**src/rtl/muldiv_pkg.sv**
```systemverilog
// Package: shared operation codes and control states for the iterative
// multiply/divide unit. Assumes a 2-bit operation field.
package muldiv_pkg;

    typedef enum logic [1:0] {
        OP_MUL_S = 2'd0,
        OP_MUL_U = 2'd1,
        OP_DIV_S = 2'd2,
        OP_DIV_U = 2'd3
    } md_op_e;

    typedef enum logic [1:0] {
        ST_IDLE  = 2'd0,
        ST_SETUP = 2'd1,
        ST_RUN   = 2'd2
    } md_state_e;

    // True for the two divide codes.
    function automatic logic op_is_div(input md_op_e o);
        return (o == OP_DIV_S) || (o == OP_DIV_U);
    endfunction

    // True for the two signed codes.
    function automatic logic op_is_signed(input md_op_e o);
        return (o == OP_MUL_S) || (o == OP_DIV_S);
    endfunction

endpackage

```
**src/rtl/muldiv_prep.sv**
```systemverilog
// Operand preparation: converts each operand to its magnitude for signed
// codes and derives which results need negation afterwards.
// Assumes two's-complement operands; the magnitude of the most negative
// value is representable as an unsigned WIDTH-bit number.
module muldiv_prep
    import muldiv_pkg::*;
#(
    parameter int WIDTH = 32
) (
    input  md_op_e           op,
    input  logic [WIDTH-1:0] a,
    input  logic [WIDTH-1:0] b,
    output logic [WIDTH-1:0] mag_a,
    output logic [WIDTH-1:0] mag_b,
    output logic             neg_main,
    output logic             neg_rem
);

    logic sgn_a;
    logic sgn_b;

    // Sign of each operand as seen by the selected code.
    always_comb begin
        sgn_a = op_is_signed(op) & a[WIDTH-1];
        sgn_b = op_is_signed(op) & b[WIDTH-1];
    end

    // Magnitudes and negation flags.
    always_comb begin
        mag_a    = sgn_a ? (~a + 1'b1) : a;
        mag_b    = sgn_b ? (~b + 1'b1) : b;
        neg_main = sgn_a ^ sgn_b;
        neg_rem  = sgn_a;
    end

endmodule

```
**src/rtl/muldiv_step.sv**
```systemverilog
// One iteration of the shared datapath. Multiply: conditional add of the
// multiplicand into the upper half, then shift right. Divide: shift left,
// trial subtract, keep or restore, insert quotient bit.
// Assumes the working register holds {upper, lower} halves of WIDTH bits.
module muldiv_step #(
    parameter int WIDTH = 32,
    localparam int AW   = 2 * WIDTH
) (
    input  logic             is_div,
    input  logic [AW-1:0]    acc,
    input  logic [WIDTH-1:0] opd,
    output logic [AW-1:0]    acc_next
);

    logic [WIDTH:0] mul_sum;
    logic [WIDTH:0] div_shift;
    logic [WIDTH:0] div_diff;
    logic           div_ge;
    logic [WIDTH-1:0] div_hi;

    // Multiply step: carry of the add becomes the top bit after shifting.
    always_comb begin
        if (acc[0]) mul_sum = {1'b0, acc[AW-1:WIDTH]} + {1'b0, opd};
        else        mul_sum = {1'b0, acc[AW-1:WIDTH]};
    end

    // Divide step: shifted partial remainder compared with the divisor.
    always_comb begin
        div_shift = acc[AW-1:WIDTH-1];
        div_diff  = div_shift - {1'b0, opd};
        div_ge    = (div_shift >= {1'b0, opd});
        div_hi    = div_ge ? div_diff[WIDTH-1:0] : div_shift[WIDTH-1:0];
    end

    // Select the step result.
    always_comb begin
        if (is_div) acc_next = {div_hi, acc[WIDTH-2:0], div_ge};
        else        acc_next = {mul_sum, acc[WIDTH-1:1]};
    end

endmodule

```
**src/rtl/muldiv_fixup.sv**
```systemverilog
// Result correction: applies the sign correction to the unsigned loop
// result and splits it into the HI and LO values.
// Assumes the working register holds remainder:quotient after a divide
// and the full product after a multiply.
module muldiv_fixup #(
    parameter int WIDTH = 32,
    localparam int AW   = 2 * WIDTH
) (
    input  logic             is_div,
    input  logic             neg_main,
    input  logic             neg_rem,
    input  logic [AW-1:0]    acc,
    output logic [WIDTH-1:0] res_hi,
    output logic [WIDTH-1:0] res_lo
);

    logic [AW-1:0]    prod;
    logic [WIDTH-1:0] quo;
    logic [WIDTH-1:0] rem;

    // Signed corrections for both result kinds.
    always_comb begin
        prod = neg_main ? (~acc + 1'b1) : acc;
        quo  = neg_main ? (~acc[WIDTH-1:0] + 1'b1) : acc[WIDTH-1:0];
        rem  = neg_rem  ? (~acc[AW-1:WIDTH] + 1'b1) : acc[AW-1:WIDTH];
    end

    // Route the corrected values to HI/LO.
    always_comb begin
        if (is_div) begin
            res_hi = rem;
            res_lo = quo;
        end else begin
            res_hi = prod[AW-1:WIDTH];
            res_lo = prod[WIDTH-1:0];
        end
    end

endmodule

```
**src/rtl/muldiv_iter.sv**
```systemverilog
// Top of the iterative multiply/divide unit. Captures a start request
// while idle, spends one setup cycle loading magnitudes, runs WIDTH
// iterations of the shared step, then writes HI/LO and pulses done.
// Assumes start is ignored whenever busy is high; no error is flagged.
module muldiv_iter
    import muldiv_pkg::*;
#(
    parameter int WIDTH = 32,
    localparam int AW    = 2 * WIDTH,
    localparam int CNT_W = $clog2(WIDTH),
    localparam int LEN_W = $clog2(WIDTH + 2) + 1
) (
    input  logic             clk,
    input  logic             rst_n,
    input  logic             start,
    input  logic [1:0]       op,
    input  logic [WIDTH-1:0] opa,
    input  logic [WIDTH-1:0] opb,
    output logic             busy,
    output logic             done,
    output logic [WIDTH-1:0] hi,
    output logic [WIDTH-1:0] lo
);

    md_state_e        state;
    md_op_e           cap_op;
    logic [WIDTH-1:0] cap_a;
    logic [WIDTH-1:0] cap_b;
    logic [AW-1:0]    acc;
    logic [WIDTH-1:0] opd;
    logic [CNT_W-1:0] cnt;

    logic [WIDTH-1:0] mag_a;
    logic [WIDTH-1:0] mag_b;
    logic             neg_main;
    logic             neg_rem;
    logic             is_div;
    logic [AW-1:0]    acc_next;
    logic [WIDTH-1:0] res_hi;
    logic [WIDTH-1:0] res_lo;
    logic             last_step;

    // Control decodes.
    assign is_div    = op_is_div(cap_op);
    assign busy      = (state != ST_IDLE);
    assign last_step = (cnt == CNT_W'(WIDTH - 1));

    muldiv_prep #(.WIDTH(WIDTH)) u_prep (
        .op       (cap_op),
        .a        (cap_a),
        .b        (cap_b),
        .mag_a    (mag_a),
        .mag_b    (mag_b),
        .neg_main (neg_main),
        .neg_rem  (neg_rem)
    );

    muldiv_step #(.WIDTH(WIDTH)) u_step (
        .is_div   (is_div),
        .acc      (acc),
        .opd      (opd),
        .acc_next (acc_next)
    );

    muldiv_fixup #(.WIDTH(WIDTH)) u_fixup (
        .is_div   (is_div),
        .neg_main (neg_main),
        .neg_rem  (neg_rem),
        .acc      (acc_next),
        .res_hi   (res_hi),
        .res_lo   (res_lo)
    );

    // Sequencer, working registers and HI/LO result registers.
    always_ff @(posedge clk) begin
        if (!rst_n) begin
            state  <= ST_IDLE;
            cap_op <= OP_MUL_S;
            cap_a  <= '0;
            cap_b  <= '0;
            acc    <= '0;
            opd    <= '0;
            cnt    <= '0;
            done   <= 1'b0;
            hi     <= '0;
            lo     <= '0;
        end else begin
            done <= 1'b0;
            unique case (state)
                ST_IDLE: begin
                    if (start) begin
                        cap_op <= md_op_e'(op);
                        cap_a  <= opa;
                        cap_b  <= opb;
                        state  <= ST_SETUP;
                    end
                end
                ST_SETUP: begin
                    acc   <= {{WIDTH{1'b0}}, mag_a};
                    opd   <= mag_b;
                    cnt   <= '0;
                    state <= ST_RUN;
                end
                ST_RUN: begin
                    acc <= acc_next;
                    cnt <= cnt + 1'b1;
                    if (last_step) begin
                        hi    <= res_hi;
                        lo    <= res_lo;
                        done  <= 1'b1;
                        state <= ST_IDLE;
                    end
                end
                default: state <= ST_IDLE;
            endcase
        end
    end

    // Checker support: length of the current busy window.
    logic [LEN_W-1:0] busy_len;
    always_ff @(posedge clk) begin
        if (!rst_n)     busy_len <= '0;
        else if (!busy) busy_len <= '0;
        else            busy_len <= busy_len + 1'b1;
    end

    AST_DONE_WINDOW: assert property (@(posedge clk) disable iff (!rst_n)
        done |-> (!busy && busy_len == LEN_W'(WIDTH + 1)));
    AST_DONE_SINGLE: assert property (@(posedge clk) disable iff (!rst_n)
        done |=> !done);
    AST_START_IGNORED: assert property (@(posedge clk) disable iff (!rst_n)
        (busy && start) |=> ($stable(cap_a) && $stable(cap_b) && $stable(cap_op)));
    AST_RESULT_HOLD: assert property (@(posedge clk) disable iff (!rst_n)
        !done |-> ($stable(hi) && $stable(lo)));
    AST_REM_BOUND: assert property (@(posedge clk) disable iff (!rst_n)
        (state == ST_RUN && is_div && opd != '0) |-> (acc[AW-1:WIDTH] < opd));

endmodule

```
**config.mk**
```make
export PLATFORM = sky130hd
export DESIGN_NAME = muldiv_iter
export DESIGN_NICKNAME = d
export VERILOG_FILES = /design/src/rtl/muldiv_pkg.sv /design/src/rtl/muldiv_prep.sv /design/src/rtl/muldiv_step.sv /design/src/rtl/muldiv_fixup.sv /design/src/rtl/muldiv_iter.sv
export SDC_FILE = /design/constraint.sdc
export NUM_CORES = 1
export LEC_CHECK = 0
export CAP_MARGIN = 10
export CORE_ASPECT_RATIO = 1.5
export CORE_MARGIN = 2
export CORE_UTILIZATION = 57
export CTS_CLUSTER_DIAMETER = 50
export DETAILED_ROUTE_END_ITERATION = 16
export DONT_BUFFER_PORTS = 1
export GPL_ROUTABILITY_DRIVEN = 0
export MAX_ROUTING_LAYER = met4
export PLACE_DENSITY_LB_ADDON = 0.1
export SYNTH_ARGS = -nofsm -noshare
export SYNTH_HDL_FRONTEND = slang
export SYNTH_SLANG_ARGS = --single-unit
```
**constraint.sdc**
```tcl
create_clock -name clk -period 14.99 [get_ports clk]
set_input_delay 2.998 -clock clk [delete_from_list [all_inputs] [get_ports clk]]
set_output_delay 2.998 -clock clk [all_outputs]
set_load 0.03 [all_outputs]
```
Yosys cells after proc, flatten, opt, wreduce, memory -nomap -nowiden
Index checks and enable logic that the tools add are counted.
{"block": "classes", "n_addsub": 8, "magnitude_cmp": 1, "n_eq_ne": 7, "muxes": 16, "n_bitwise": 8, "reduce_logical": 10}
{"op": "32-bit two-way mux", "count": 7}
{"op": "32-bit by 1-bit adder with 32-bit output (second input constant)", "count": 4}
{"op": "64-bit two-way mux", "count": 2}
{"op": "32-bit inverter", "count": 4}
{"op": "64-bit one-hot mux with 2 select lines", "count": 1}
{"op": "64-bit by 1-bit adder with 64-bit output (second input constant)", "count": 1}
{"op": "64-bit inverter", "count": 1}
{"op": "32-bit by 32-bit adder with 33-bit output", "count": 1}
{"op": "33-bit by 32-bit greater-or-equal comparator with 1-bit output", "count": 1}
{"op": "33-bit two-way mux", "count": 1}
{"op": "32-bit subtractor", "count": 1}
{"op": "5-bit one-hot mux with 2 select lines", "count": 1}
{"op": "2-bit AND reduction", "count": 4}
{"op": "2-bit equality test (second input constant)", "count": 3}
{"op": "2-bit one-hot mux with 3 select lines", "count": 1}
{"op": "5-bit by 1-bit adder with 5-bit output (second input constant)", "count": 1}
{"op": "5-bit equality test (second input constant)", "count": 1}
{"op": "2-bit logical NOT", "count": 2}
{"op": "2-bit two-way mux", "count": 2}
{"op": "2-bit != test (second input constant)", "count": 2}
{"op": "2-bit nonzero test", "count": 2}
{"op": "1-bit AND", "count": 2}
{"op": "2-bit by 1-bit equality test with 1-bit output (second input constant)", "count": 1}
{"op": "1-bit logical OR", "count": 2}
{"op": "2 further kinds", "count": 2}
{"block": "word_totals", "reg_bits": 234, "inputBits": 69, "word_cells": 60}

Longest topological paths before layout
Gate-level depths: netlist of run 1.
{"block": "depth", "word_depth": 7, "mapped_depth": 24}

Modules after synthesis
From an unflattened synthesis of run 1, not the netlist that was laid out.
{"block": "unflattened", "hier_cells": 2222, "area_unflattened_um2": 16848.7}
{"mod": "muldiv_iter", "instances": 1, "cells_per_inst": 968, "area_per_inst_um2": 8406.8}
{"mod": "muldiv_step", "instances": 1, "cells_per_inst": 752, "area_per_inst_um2": 5119.9}
{"mod": "muldiv_fixup", "instances": 1, "cells_per_inst": 291, "area_per_inst_um2": 1909.3}
{"mod": "muldiv_prep", "instances": 1, "cells_per_inst": 211, "area_per_inst_um2": 1412.6}

Least setup slack after synthesis of run 1
OpenSTA, ideal clock, no wires.
{"block": "synth_path", "path_kind": "flip-flop to flip-flop", "start": "register cap_op[1]", "end": "register hi[28]", "setup_ps": 88, "t_arrival_ps": 5060, "required_ps": 14902, "slack_ps": 9842, "stages_incl_launch_ff": 19, "n_path_buf": 7, "period_less_slack_ps": 5148, "cell_sequence": "dfxtp_1 > buf_2 > buf_2 > clkbuf_1 > buf_2 > buf_1 > buf_1 > buf_1 > mux2i_1 > ha_1 > o21ai_0 > nor2_1 > nand3_1 > nor3_1 > nand2_1 > or2_2 > o31a_1 > o31a_1 > a311oi_2"}
{"block": "synth_via", "elab_chain_len": 7}
{"item": "start: declaration", "line_no": "muldiv_iter.sv:26", "text": "md_op_e cap_op;"}
{"item": "start signal: assignment", "line_no": "muldiv_iter.sv:92", "text": "cap_op <= md_op_e'(op);"}
{"item": "2-bit equality test (on tied branches)", "line_no": "muldiv_pkg.sv:20, muldiv_pkg.sv:25"}
{"item": "1-bit logical OR", "line_no": "muldiv_pkg.sv:20", "text": "return (o == OP_DIV_S) || (o == OP_DIV_U);"}
{"item": "64-bit two-way mux", "line_no": "muldiv_step.sv:37", "text": "if (is_div) acc_next = {div_hi, acc[WIDTH-2:0], div_ge};"}
{"item": "64-bit inverter / 32-bit inverter (equally long branches)", "line_no": "muldiv_fixup.sv:23, muldiv_fixup.sv:25"}
{"item": "64-bit by 1-bit adder with 64-bit output / 32-bit by 1-bit adder with 32-bit output (equally long branches)", "line_no": "muldiv_fixup.sv:23, muldiv_fixup.sv:25"}
{"item": "64-bit two-way mux / 32-bit two-way mux (equally long branches)", "line_no": "muldiv_fixup.sv:23, muldiv_fixup.sv:25"}
{"item": "32-bit two-way mux *", "line_no": "muldiv_fixup.sv:30", "text": "if (is_div) begin"}
{"item": "end signal: assignment", "line_no": "muldiv_iter.sv:108", "text": "hi <= res_hi;"}
{"item": "end: declaration", "line_no": "muldiv_iter.sv:21", "text": "output logic [WIDTH-1:0] hi,"}
Every way passes the cells marked *; elsewhere a longest branch is shown, timed or not.
A chain may end at the register's enable or synchronous reset.

Worst setup path after layout of run 1
{"block": "layout_path", "start": "register opd[30]", "end": "register hi[28]"}
{"block": "layout_via", "elab_chain_len": 7}
{"item": "start: declaration", "line_no": "muldiv_iter.sv:30", "text": "logic [WIDTH-1:0] opd;"}
{"item": "start signal: assignment", "line_no": "muldiv_iter.sv:100", "text": "opd <= mag_b;"}
{"item": "33-bit by 32-bit greater-or-equal comparator with 1-bit output *", "line_no": "muldiv_step.sv:31", "text": "div_ge = (div_shift >= {1'b0, opd});"}
{"item": "32-bit two-way mux", "line_no": "muldiv_step.sv:32", "text": "div_hi = div_ge ? div_diff[WIDTH-1:0] : div_shift[WIDTH-1:0];"}
{"item": "64-bit two-way mux *", "line_no": "muldiv_step.sv:37"}
{"item": "64-bit inverter / 32-bit inverter (equally long branches)", "line_no": "muldiv_fixup.sv:23, muldiv_fixup.sv:25"}
{"item": "64-bit by 1-bit adder with 64-bit output / 32-bit by 1-bit adder with 32-bit output (equally long branches)", "line_no": "muldiv_fixup.sv:23, muldiv_fixup.sv:25"}
{"item": "64-bit two-way mux / 32-bit two-way mux (equally long branches)", "line_no": "muldiv_fixup.sv:23, muldiv_fixup.sv:25"}
{"item": "32-bit two-way mux *", "line_no": "muldiv_fixup.sv:30"}
Marked as above.

==> impl_results.md, run 1 <==
* Starting Density at between 50% and 60%
* Average wire per standard cell at 22.5 um
* Number of synthesized flops with an enable pin at 0
* H-Tree Depth at 1
* Max Freq at around 170 MHz
* Slew @ Worst Pin at 1.17 ns
* Vias per Instance at ~6.6
* Largest net degree at the start of global routing at between 100 and 150
* DR iter-0 viols at 1,423
* Num CTS Buffers at 28
* Syn nets at about 2,400
* Die H at 215 um
* Synth top area cells: dfxtp_1 (28%), a21oi_1 (8.5%), nand2_1 (7.4%)
* Worst IR Drop VDD at roughly 0.11 mV
* Fin Hold WS at about 0.47 ns
* Final wirelength at around 59 mm
* Core area at a little under 0.03 mm^2
* Layout cells sized above 1 at under 10%
* Leading area contributor after synthesis: dfxtp_1
* Final count of pins violating max slew at 0
* GRT Residual Overflow at 0
* Final net count at approximately 2,400
* Clock-pin slew on the worst setup and hold paths at about 0.070 ns
* Worst EP arrival at between 6 and 7 ns
* Final period utilization at 40.4%
* TNS Setup at 0 ns
* Die Area at 0.0310 mm^2
* R2R depth at 19
* CTS max path bufs at 3
* Final setup vio count at 0
* Sequential area share after synthesis at about 28%
* RSZ-0062 raised after global routing: false
* Clk_skew at roughly 0.018 ns
* Rows at 77
* Status: complete, no violations
* WL met1 at between 20 and 25 mm
* P_leak at approximately 6.6 nW
* Top layer in use: met4
* Multi-input logic area at approximately 0.011 mm^2
* Die Width at between 100 and 150 um
* Met2 WL at about 28 mm
* Area grow syn2layout at 6.17%
* Post-synthesis cell count at 2,303
* Ys async rst share at 0%
* Post-layout util at slightly above 60%
* Root Driver: clkbuf_16
* Io pins at about 140
* First-pass GRT wire length at between 90 and 100 mm
* Post-route DRC at 0
* Port Buffers at 0
* Mapped cell area at roughly 0.017 mm^2
* Min Tclk post-route at slightly above 6 ns
* Worst skew pair latency at between 0.5 and 0.6 ns
* Metal3 WL at approximately 5 mm
* Worst setup SP type: flop
* Post-synthesis sequential element count at 234
* Post-CTS setup buffers at 0
* Main synth FF type: dfxtp_1
* Crit path max fanout at 19
* # resized after CTS at 0
* Cell Pwr Density at roughly 170 mW/mm^2
* Hpwl dp at about 42 mm
* Worst hold stages at 2
* Via count at roughly 17,000
* Total GRT Usage at around 39%
* Antenna Violating Nets Remaining at 0
* Initial antenna violation count at 0
* Max Cap Viol at 0
* Diodes inserted at 0
* Syn. warnings at 0
* Syn_area_per_cell at 7.31 um^2
* Worst hold path class: reg -> reg
* CTS Hold Bufs at 0
* WS Path Type: reg -> reg
* Endpoint type of the worst setup path: flop
* TritonRoute pass-1 iters at 6
* Final Hold Vio Count at 0
* Sequential Area at roughly 0.0047 mm^2
* Top cell type's share of synthesized area at ~28%
* Synth unique cells at between 90 and 100
* Crit path required time at approximately 15 ns
* Vias in the first global route at between 15,000 and 20,000
* # clock sinks at around 230
* Rel. slew slack at approximately 21%
* Filler Cell Count at 2,787
* CTS tree: yes
## layer usage
| metal | up-vias | global-route usage (%) |
|---|---|---|
| met3 | 318 | 10.0 |
| met1 | 8013 | 39.7 |
| li1 | 8078 | - |
| met5 | - | - |
| met4 | 0 | 33.5 |
| met2 | 837 | 62.0 |
## flip-flops by register name (all words and copies together) (netlist names)
signal  count
acc        64
cap_a      32
cap_b      32
hi         32
lo         32
opd        32
cnt         5
cap_op      2
state       2
done        1
## metrics by stage
step                power [W]  setup slack [ns]  cells  area (um^2)
finish                0.00309              8.94   2625        17900
global route          0.00326              8.59   2625        17900
CTS                   0.00304              9.14   2624        17900
detailed placement    0.00233              9.20   2574        16900
global placement      0.00232              9.41   2574        16900
floorplan             0.00193              9.84   2303        16800
## power breakdown
group	switching, W	total [W]	internal, W	leakage [nW]
clock	0.000305	0.000699	0.000394	0.464
combinational	0.00108	0.00160	0.000520	4.22
sequential	0.0000940	0.000790	0.000696	1.90
## Yosys cell counts, drive strengths merged, types with 8 or more instances
| master | instances |
|---|---|
| nand4 | 26 |
| xor2 | 61 |
| a21o | 24 |
| clkbuf | 117 |
| dfxtp | 234 |
| o22ai | 9 |
| o21ai | 124 |
| or3 | 29 |
| nor4 | 19 |
| and2 | 18 |
| nor2 | 249 |
| a21oi | 289 |
| buf | 29 |
| inv | 75 |
| nand2 | 331 |
| xnor2 | 80 |
| nor2b | 16 |
| and3 | 14 |
| o21a | 12 |
| mux2i | 53 |
| o31ai | 22 |
| or4 | 8 |
| a31oi | 36 |
| a211oi | 71 |
| ha | 75 |
| o211ai | 16 |
| o41ai | 10 |
| nand3 | 54 |
| nor3 | 49 |
| a311oi | 13 |
| nand2b | 14 |
| a22oi | 12 |
## kinds of logic (layout without fill, tap and decap cells)
family / Yosys count / in the layout / synth area share (%)
buffers and inverters: 222 / 149 / 5.16
AND/OR/NAND/NOR: 855 / 855 / 23.2
adder cells (fa/ha/maj): 77 / 77 / 5.81
flip-flops: 234 / 234 / 27.8
multiplexers: 57 / 57 / 3.42
AO/OA/AOI/OAI: 717 / 717 / 27.3
XOR/XNOR: 141 / 141 / 7.33
## cell type report
cell class                      count  share of cell area [%]
Clock buffer                       37                    4.39
Clock inverter                     13                   0.840
Multi-Input combinational cell   1847                    63.2
Tap cell                          395                    2.76
Sequential cell                   234                    26.2
Timing Repair Buffer               23                   0.966
Inverter                           76                    1.62
## path summary, 6_finish.rpt
path	start	end	slack, ns
worst max register to register	opd[30]	hi[28]	8.94
worst min register to register	cnt[4]	cnt[4]	0.47
worst max-delay path	opd[30]	hi[28]	8.94
worst min-delay path	cnt[4]	cnt[4]	0.47
## placed cells by master (no fill, tap or decap), drive strengths merged, types with 7 or more instances in the layout
| master | instances |
|---|---|
| a211oi | 71 |
| o21ai | 124 |
| a22oi | 12 |
| a311oi | 13 |
| o31ai | 22 |
| nor3 | 49 |
| xor2 | 61 |
| mux2i | 53 |
| or3 | 29 |
| or4 | 8 |
| nand2 | 331 |
| clkbuf | 37 |
| dfxtp | 234 |
| o211ai | 16 |
| nor2b | 16 |
| o22ai | 9 |
| nand2b | 14 |
| o41ai | 10 |
| ha | 75 |
| a31o | 7 |
| nand3 | 54 |
| xnor2 | 80 |
| and3 | 14 |
| a211o | 7 |
| inv | 85 |
| and2 | 18 |
| nand4 | 26 |
| o21a | 12 |
| nor2 | 249 |
| a41oi | 7 |
| a31oi | 36 |
| buf | 23 |
| a21o | 24 |
| and4 | 7 |
| nor4 | 19 |
| a21oi | 289 |
## critical path, cell delays in order (launching register included)
cell and delay, ns:
dfxtp_1 0.36, inv_1 0.05, ha_1 0.32, and4b_1 0.26, a221o_1 0.33, a31oi_2 0.27
o211ai_2 0.44, nor2_4 0.69, a21oi_1 0.23, inv_1 0.11, ha_1 0.18, o21ai_0 0.18
nor2_1 0.26, nand3_1 0.25, nor3_1 0.63, nand2_1 0.19, or2_2 0.31, o31a_1 0.31
o31a_1 0.31, a311oi_2 0.26
Note: power is estimated with default switching activity, not from simulation.
==> inputs of run 2 (changes only) <==
==> constraint.sdc (replaced) <==
create_clock -name clk -period 5.5 [get_ports clk]
set_input_delay 1.1 -clock clk [delete_from_list [all_inputs] [get_ports clk]]
set_output_delay 1.1 -clock clk [all_outputs]
set_load 0.03 [all_outputs]
==> run 2 against run 1 <==
Compared with the run above:
- cell count rose by 0.95%
- via count rose by 0.54%
- clock skew rose by 0.0082 ns
- clock power rose to 2.7 times the previous value
- die area did not move
- routed wire length rose by 0.88%
- final area rose by 0.90%
- register-to-register slack got worse by 8.7 ns
- non-clock buffer count rose by 22
- count of clock-buffer cells in the layout fell by 2
- highest routed layer unchanged
==> impl_results.md, run 2 (synthesis gave the netlist of run 1 again) <==
* Worst setup SP type: flop
* Endpoint type of the worst setup path: flop
* Worst hold path class: reg -> reg
* Final setup vio count at 0
* Die Area at 0.0310 mm^2
* Worst IR Drop VDD at approximately 0.3 mV
* Max Freq at roughly 190 MHz
* P_leak at roughly 6.7 nW
* Worst EP arrival at roughly 5.7 ns
* TritonRoute pass-1 iters at 8
* FF-to-FF Start: opd[2]
* Io pins at ~140
* Rel. slew slack at a little over 20%
* Antenna Violating Nets Remaining at 0
* Slew @ Worst Pin at between 1 and 1.5 ns
* Final count of pins violating max slew at 0
* CTS max path bufs at 3
* CTS tree: yes
* Post-CTS setup buffers at 0
* R2r setup slk at 0.23 ns
* Fin Hold WS at roughly 0.47 ns
* Crit path max fanout at 7
* R2R depth at 14
* H-Tree Depth at 1
* Num CTS Buffers at 28
* Total GRT Usage at approximately two fifths
* Max incr delay on CP at a little over 0.9 ns
* Most common cell after layout, fill and taps aside: nand2_1
* Tot Pwr at about 0.0085 W
* CTS Hold Bufs at 0
* Final period utilization at 95.8%
* Post-route cell area at roughly 0.018 mm^2
* Core area at 0.0293 mm^2
* Port Buffers at 0
* TNS Setup at 0 ns
* End of the worst hold path: cnt[4]
* Largest register FFs at between 60 and 70
* Final net count at ~2,400
* Largest net degree at the start of global routing at 85
* Vias in the first global route at about 17,000
* Worst hold start: cnt[4]
* Clock-pin slew on the worst setup and hold paths at ~0.060 ns
* Min Tclk post-route at 5.27 ns
* Slowest-stage cell, CP: o2111ai_1
* Dpl cell area at roughly 0.017 mm^2
* Post-route DRC at 0
* Layout cells sized above 1 at under 10%
* WS Path Type: reg -> reg
* Area grow syn2layout at 7.13%
* Rows at 77
* Reg-to-reg endpoint: hi[22]
* Most frequent cells in the layout: nand2_1 (328), a21oi_1 (286), nor2_1 (248), dfxtp_1 (233), o21ai_0 (117)
* GRT Residual Overflow at 0
* Average wire per standard cell at about 22 um
* Initial antenna violation count at 2
* Final cell count without fillers at approximately 2,700
* Worst hold stages at 2
* Starting Density at a little under three fifths
* Vias per Instance at approximately 6.5
* Final Hold Vio Count at 0
* Crit path cell chain: ha_1 > nor2b_1 > o2111ai_1 > nand4_1 > a21oi_2 > xnor2_1 > a211oi_1 > a31o_2 > nand4_1 > nor4_1 > and4bb_2 > o221ai_1 > o31ai_1 > a21oi_1
* First-pass GRT wire length at 92.6 mm
* Inst Count DP at 2,596
* Filler Cell Count at between 2,000 and 3,000
* Hpwl dp at between 40 and 50 mm
* Status: complete, no violations
* Via count at between 15,000 and 20,000
* Clk_skew at ~0.027 ns
* Final wirelength at between 50 and 60 mm
* Cell Pwr Density at about 470 mW/mm^2
* CP Buf/Inv Count at 0
* Root Driver: clkbuf_16
* # resized after CTS at 0
* Crit path required time at between 5 and 6 ns
* Top delay family on crit path: compound AO/OA/AOI/OAI gates
* RSZ-0062 raised after global routing: false
* Max Cap Viol at 0
* # clock sinks at 234
* Biggest register: acc
* Die H at 215 um
* CP most frequent cell: nand4_1
* DR iter-0 viols at roughly 1,600
* Worst skew pair latency at approximately 0.6 ns
* Die Width at 144 um
[run 2: changes by cell type in the layout (fill, tap and decap cells not counted), sizes merged]
cell      delta
buf         +22
clkbuf       -2
clkinv       +2
clkinvlp     +2
diode        +2
inv          -1
[run 2: where the power goes]
group          leakage (nW)  switching, W  internal [W]
Combinational          4.33       0.00296       0.00147
Sequential             1.90      0.000262       0.00190
Clock                 0.444      0.000839       0.00104
Total                  6.68       0.00406       0.00441
[run 2: cell type report]
type / instances / area, um^2 / share of cell area [%]
Antenna cell: 2 / 5.00 / 0.0277
Clock buffer: 35 / 758 / 4.20
Clock inverter: 16 / 149 / 0.825
Inverter: 76 / 290 / 1.61
Multi-Input combinational cell: 1847 / 11300 / 62.7
Sequential cell: 234 / 4690 / 26.0
Tap cell: 395 / 494 / 2.74
Timing Repair Buffer: 45 / 350 / 1.94
[run 2: worst max path at each step]
| stage | cells past startpoint | end | startpoint | slack (ns) |
|---|---|---|---|---|
| global placement | 20 | hi[28] | opd[1] | 0.50 |
| detailed placement | 20 | hi[28] | opd[1] | 0.47 |
| CTS | 20 | hi[28] | opd[1] | 0.40 |
| floorplan | 18 | hi[28] | cap_op[1] | 0.35 |
| global route | 14 | hi[22] | opd[2] | 0.04 |
| finish | 14 | hi[22] | opd[2] | 0.23 |
[run 2: per-stage QoR]
step | worst slack (ns) | utilization, %
final | 0.230 | 61.6
after global routing | 0.0390 | 61.6
after CTS | 0.404 | 61.5
after detailed placement | 0.468 | 58.4
after global placement | 0.499 | 58.4
after floorplan | 0.352 | -
[run 2: per-layer routing]
| metal | track usage [%] | vias to the layer above | wire length (um) |
|---|---|---|---|
| li1 | - | 8121 | - |
| met1 | 38.6 | 8045 | 19900 |
| met2 | 63.6 | 811 | 28400 |
| met3 | 10.1 | 362 | 4590 |
| met4 | 35.1 | 0 | 6600 |
| met5 | - | - | 0 |
[run 2: worst min-delay path: stages (launching register included)]
cell and delay, ns:
dfxtp_1 0.31, nand2_1 0.06, a21oi_1 0.05
